<file path="src/rtl/pf_acc_mon.sv">
module pf_acc_mon #(
  parameter int SETS = 16,
  parameter int WAYS = 4,
  parameter int CW   = 16,
  parameter int QW   = 8
) (
  input  logic                    clk,
  input  logic                    rst_n,
  input  logic                    fill_vld,
  input  logic [$clog2(SETS)-1:0] fill_set,
  input  logic [$clog2(WAYS)-1:0] fill_way,
  input  logic                    fill_pf,
  input  logic                    hit_vld,
  input  logic [$clog2(SETS)-1:0] hit_set,
  input  logic [$clog2(WAYS)-1:0] hit_way,
  input  logic                    evict_vld,
  input  logic [$clog2(SETS)-1:0] evict_set,
  input  logic [$clog2(WAYS)-1:0] evict_way,
  input  logic                    miss_vld,
  input  logic                    win_end,
  output logic [CW-1:0]           useful_o,
  output logic [CW-1:0]           useless_o,
  output logic [CW-1:0]           miss_o,
  output logic                    rpt_done,
  output logic [QW-1:0]           acc_q8,
  output logic                    acc_undef,
  output logic [QW-1:0]           cov_q8,
  output logic                    cov_undef
);
  localparam int SW    = $clog2(SETS);
  localparam int WW    = $clog2(WAYS);
  localparam int LW    = SW + WW;
  localparam int LINES = SETS * WAYS;
  localparam int DW    = CW + 1;
  localparam int RW    = CW + 3;
  localparam int STW   = $clog2(QW + 1);

  // line index is {set, way}; SETS and WAYS are powers of two
  logic [LINES-1:0] mark;
  wire [LW-1:0] f_idx = {fill_set, fill_way};
  wire [LW-1:0] h_idx = {hit_set, hit_way};
  wire [LW-1:0] e_idx = {evict_set, evict_way};

  wire use_inc = hit_vld && mark[h_idx];
  wire usl_inc = evict_vld && mark[e_idx] && !(hit_vld && h_idx == e_idx);

  always_ff @(posedge clk or negedge rst_n) begin
    if (!rst_n) mark <= '0;
    else begin
      for (int i = 0; i < LINES; i++) begin
        if (fill_vld && f_idx == LW'(i))
          mark[i] <= fill_pf;
        else if ((hit_vld && h_idx == LW'(i)) || (evict_vld && e_idx == LW'(i)))
          mark[i] <= 1'b0;
      end
    end
  end

  function automatic logic [CW-1:0] bump(input logic [CW-1:0] c, input logic inc);
    return (inc && c != '1) ? c + 1'b1 : c;
  endfunction

  logic [CW-1:0] cnt_use, cnt_usl, cnt_miss;
  wire [CW-1:0] s_use  = bump(cnt_use, use_inc);
  wire [CW-1:0] s_usl  = bump(cnt_usl, usl_inc);
  wire [CW-1:0] s_miss = bump(cnt_miss, miss_vld);
  wire [DW-1:0] s_den  = DW'(s_use) + DW'(s_usl);

  always_ff @(posedge clk or negedge rst_n) begin
    if (!rst_n) begin
      cnt_use <= '0; cnt_usl <= '0; cnt_miss <= '0;
      useful_o <= '0; useless_o <= '0; miss_o <= '0;
    end else if (win_end) begin
      cnt_use <= '0; cnt_usl <= '0; cnt_miss <= '0;
      useful_o <= s_use; useless_o <= s_usl; miss_o <= s_miss;
    end else begin
      cnt_use <= s_use; cnt_usl <= s_usl; cnt_miss <= s_miss;
    end
  end

  // two restoring dividers, one quotient bit per cycle
  logic [RW-1:0]  ra, rc;
  logic [DW-1:0]  da;
  logic [CW-1:0]  dc;
  logic [QW-1:0]  qa, qc;
  logic           sa, sc, ua, uc, busy;
  logic [STW-1:0] steps;

  wire [RW-1:0] ra_sh = ra << 1;
  wire [RW-1:0] rc_sh = rc << 1;
  wire          ga    = ra_sh >= RW'(da);
  wire          gc    = rc_sh >= RW'(dc);

  always_ff @(posedge clk or negedge rst_n) begin
    if (!rst_n) begin
      ra <= '0; rc <= '0; da <= '0; dc <= '0; qa <= '0; qc <= '0;
      sa <= 1'b0; sc <= 1'b0; ua <= 1'b0; uc <= 1'b0;
      busy <= 1'b0; steps <= '0;
      rpt_done <= 1'b0; acc_q8 <= '0; acc_undef <= 1'b0;
      cov_q8 <= '0; cov_undef <= 1'b0;
    end else begin
      rpt_done <= 1'b0;
      if (win_end) begin
        ra <= RW'(s_use); da <= s_den;
        ua <= s_den == '0;
        sa <= s_usl == '0 && s_use != '0;
        rc <= RW'(s_use); dc <= s_miss;
        uc <= s_miss == '0;
        sc <= s_miss != '0 && s_use >= s_miss;
        qa <= '0; qc <= '0;
        busy <= 1'b1;
        steps <= STW'(QW);
      end else if (busy) begin
        ra <= ga ? ra_sh - RW'(da) : ra_sh;
        rc <= gc ? rc_sh - RW'(dc) : rc_sh;
        qa <= {qa[QW-2:0], ga};
        qc <= {qc[QW-2:0], gc};
        steps <= steps - 1'b1;
        if (steps == STW'(1)) begin
          busy      <= 1'b0;
          rpt_done  <= 1'b1;
          acc_undef <= ua;
          cov_undef <= uc;
          acc_q8    <= ua ? '0 : sa ? '1 : {qa[QW-2:0], ga};
          cov_q8    <= uc ? '0 : sc ? '1 : {qc[QW-2:0], gc};
        end
      end
    end
  end
endmodule

</file>
<file path="config.mk">
export PLATFORM = sky130hd
export DESIGN_NAME = pf_acc_mon
export DESIGN_NICKNAME = d
export VERILOG_FILES = /design/src/rtl/pf_acc_mon.sv
export SDC_FILE = /design/constraint.sdc
export NUM_CORES = 1
export LEC_CHECK = 0
export BUFFER_PORTS_ARGS = -buffer_cell sky130_fd_sc_hd__buf_2
export CELL_PAD_IN_SITES_DETAIL_PLACEMENT = 0
export CELL_PAD_IN_SITES_GLOBAL_PLACEMENT = 1
export CORE_AREA = 2 2 196 198
export CTS_CLUSTER_SIZE = 40
export DETAILED_ROUTE_END_ITERATION = 12
export DIE_AREA = 0 0 198 200
export PLACE_DENSITY_LB_ADDON = 0.08
export RECOVER_POWER = 50
export SYNTH_ARGS = -nofsm -noshare
export SYNTH_HDL_FRONTEND = slang
export SYNTH_SLANG_ARGS = --single-unit
</file>
<file path="constraint.sdc">
create_clock -name clk -period 11.5 [get_ports clk]
set_input_delay 1.725 -clock clk [delete_from_list [all_inputs] [get_ports clk]]
set_output_delay 1.725 -clock clk [all_outputs]
set_load 0.005 [all_outputs]
</file>
==> impl_metrics.env <==
export IMPL_p_leak_nw=8.67
export IMPL_hold_path_class="reg2reg"
export IMPL_clock_fmax_ghz=0.136
export IMPL_fin_crit_sh=0.639
export IMPL_antennaDiodeCount=0
export IMPL_ys_async_sr_fraction=1.00
export IMPL_clkPwrFrac=0.331
export IMPL_antenna_found_initial=0
export IMPL_start_util=0.446
export IMPL_cts_tree="yes"
export IMPL_p_int_mw=2.15
export IMPL_drc=0
export IMPL_cts_hold_buffers=0
export IMPL_fin_tns_setup_ns=0
export IMPL_cts_root_buf="clkbuf_16"
export IMPL_globalplace_congestion=0.936
export IMPL_worst_slew_pin_slew_ns=4.72
export IMPL_r2r_start="cnt_use[0]"
export IMPL_chipHeight_um=200
export IMPL_worstPathRequired_ns=10.86
export IMPL_p_comb_frac=0.319
export IMPL_cp_num_cells=2
export IMPL_clk_latency_ns=0.59
export IMPL_portBuffers=92
export IMPL_die_w_um=198
export IMPL_drtIter0Drc=1216
export IMPL_synth_top_area_cell="dfrtp_1"
export IMPL_cts_path_max_buffers=3
export IMPL_fin_nets=2059
export IMPL_rsz0062_at_grt="false"
export IMPL_ctsResizeCount=0
export IMPL_netlist_instances=1931
export IMPL_whs_path_depth=2
export IMPL_num_rows=71
export IMPL_p_switching_mw=1.15
export IMPL_slowest_stage="clkbuf_1"
export IMPL_path_common_cell="clkbuf_1"
export IMPL_core_area_mm2=0.0374
export IMPL_synth_fp_nets=2026
export IMPL_slew_viol_final=415
export IMPL_ff2ff_path_depth=20
export IMPL_powerDensity_mw_per_mm2=178
export IMPL_crit_fanout=80
export IMPL_syn_cell_area_mm2=0.0167
export IMPL_fin_crit_ns=7.35
export IMPL_drv_cap=6
export IMPL_grt_pass1_vias=14323
export IMPL_end_kind="async pin"
export IMPL_routed_wl_um=54800
export IMPL_r2r_slack_ns=6.15
export IMPL_ys_types=86
export IMPL_synthFlopType="dfrtp_1"
export IMPL_maxSlewHeadroom=-2.15
export IMPL_ir_drop_mv=0.116
export IMPL_path_clk_slew_ns=0.06
export IMPL_postRouteAntennaNets=0
export IMPL_hold_viol=0
export IMPL_yosys_warnings=0
export IMPL_violations="capacitance limit, slew limit"
export IMPL_grt_pass1_wl_um=84400
export IMPL_skew_ns=0.0290
export IMPL_viasPerCell=5.96
export IMPL_critPathBufInv=2
export IMPL_path_cells="clkbuf_1 -> clkbuf_1"
export IMPL_ios=93
export IMPL_ys_seq_elements=255
export IMPL_holdPathEnd="acc_q8[3]"
export IMPL_yosysSeqAreaShare=0.383
export IMPL_grt_usage=0.277
export IMPL_rr_endpoint="ua"
export IMPL_synth_edf_count=0
export IMPL_clock_sinks=255
export IMPL_setup_viol=0
export IMPL_vias=14897
export IMPL_place_area_mm2=0.0174
export IMPL_hold_start="acc_q8[3]"
export IMPL_switching_share=0.349
export IMPL_startpoint_type="input pin"
export IMPL_cts_htree_levels=1
export IMPL_critPathMaxStageDelay_ns=3.13
export IMPL_grt_overflow=0
export IMPL_die_area_mm2=0.0396
export IMPL_syn_to_final_growth_pct=11.3
export IMPL_status="finished with violations"
export IMPL_netlist_area_leader_share=0.383
export IMPL_hpwlAfterDp_um=39100
export IMPL_grt_max_degree=114
export IMPL_postCtsSetupRepairBufs=0
export IMPL_wl_per_cell_um=21.9
export IMPL_drive_above_1_share=0.0980
export IMPL_seq_power_share=0.349
export IMPL_cts_buffers_inserted=31
export IMPL_timing_hold_ws_ns=0.474
export IMPL_crit_family="buffers and inverters"
export IMPL_firstDrtPassIters=6
export IMPL_crit_arrival_ns=6.71
export IMPL_critPathKind="in2async"
export IMPL_avgSynthCellArea_um2=8.63
export IMPL_synthTopCellsByArea="dfrtp_1, mux2i_1, nor2_1"
export IMPL_stdcell_area_mm2=0.0186
[cells in the final DEF, fill, tap and decap left out, drive strengths merged, types with 50 or more instances in the layout]
cell type and count:
dfrtp 255, o211ai 83, o21ai 50, mux2i 92, buf 93, clkbuf 54
nand2 202, inv 106, nand3 116, nor2 230, ha 67, a22oi 86
a21oi 68
[per-stage QoR]
stage,util,total power [mW],worst slack (ns),std cells
2_1_floorplan,-,1.91,5.73,1931
3_3_place_gp,0.466,2.21,4.25,2442
3_5_place_dp,0.466,2.22,4.06,2442
4_1_cts,0.497,3.33,4.67,2500
5_1_grt,0.496,3.51,2.82,2500
6_report,0.496,3.31,4.15,2500
[layout make-up]
type	instances	area [µm²]
Clock inverter	21	317
Sequential cell	255	6380
Timing Repair Buffer	110	564
Inverter	102	383
Clock buffer	37	838
Tap cell	511	639
Fill cell	3641	18800
Multi-Input combinational cell	1464	9430
[worst max-delay path by stage]
stage | endpoint | from
global route | busy | rst_n
CTS | ua | hit_way[1]
finish | busy | rst_n
global placement | ua | evict_way[1]
detailed placement | ua | hit_way[1]
floorplan | ua | evict_way[1]
[registers in the layout, indices dropped and copies added, names as in the netlist, 7 cells and up]
signal,cells
acc_q8,8
ra,18
rc,18
da,17
qc,7
mark,64
cnt_miss,16
cnt_use,16
useful_o,16
cnt_usl,16
cov_q8,8
useless_o,16
qa,7
dc,16
[cell usage after synthesis, types with 8 or more instances]
cell type and n:
nor2_1 228, o211ai_1 82, nand3_1 115, nand2_1 201, nand2b_1 22, inv_1 101, nor4_1 18, or3_1 8
buf_1 14, nand4_1 25, dfrtp_1 255, a21o_1 11, and2_1 21, xnor2_1 49, a21boi_0 10, or2_2 8
nor2b_1 29, nor3_1 47, and4_1 8, mux2i_1 92, a22oi_1 86, a311oi_1 8, and3_1 20, a21oi_1 67
o2111ai_1 8, ha_1 67, clkbuf_1 80, o21ai_0 47, o31ai_1 36, xor2_1 26, a211oi_1 25
[power by group through the flow]
stage	clock [mW]	combinational (mW)	sequential, mW
3_3_place_gp	0	1.05	1.17
2_1_floorplan	0	0.802	1.11
3_5_place_dp	0	1.05	1.17
4_1_cts	1.12	1.06	1.15
6_report	1.10	1.06	1.15
5_1_grt	1.16	1.18	1.17
[routing by layer]
layer | wire length [µm] | track usage | up-vias
met2 | 25500 | 0.452 | 458
met3 | 2740 | 0.0287 | 116
met1 | 24500 | 0.379 | 7275
met5 | 0 | 0 | -
li1 | - | - | 7048
met4 | 2020 | 0.107 | 0
[cells by family (layout without fill, tap and decap cells)]
kind of cell / Yosys count / after routing / synth area share
fa+ha+maj: 71 / 71 / 0.0539
mux: 98 / 98 / 0.0593
xor+xnor: 75 / 75 / 0.0394
buf+inv: 212 / 270 / 0.0529
simple gates: 766 / 766 / 0.214
flops: 255 / 255 / 0.383
compound gates: 454 / 454 / 0.198
No activity file was read; power rests on OpenSTA's default activity.
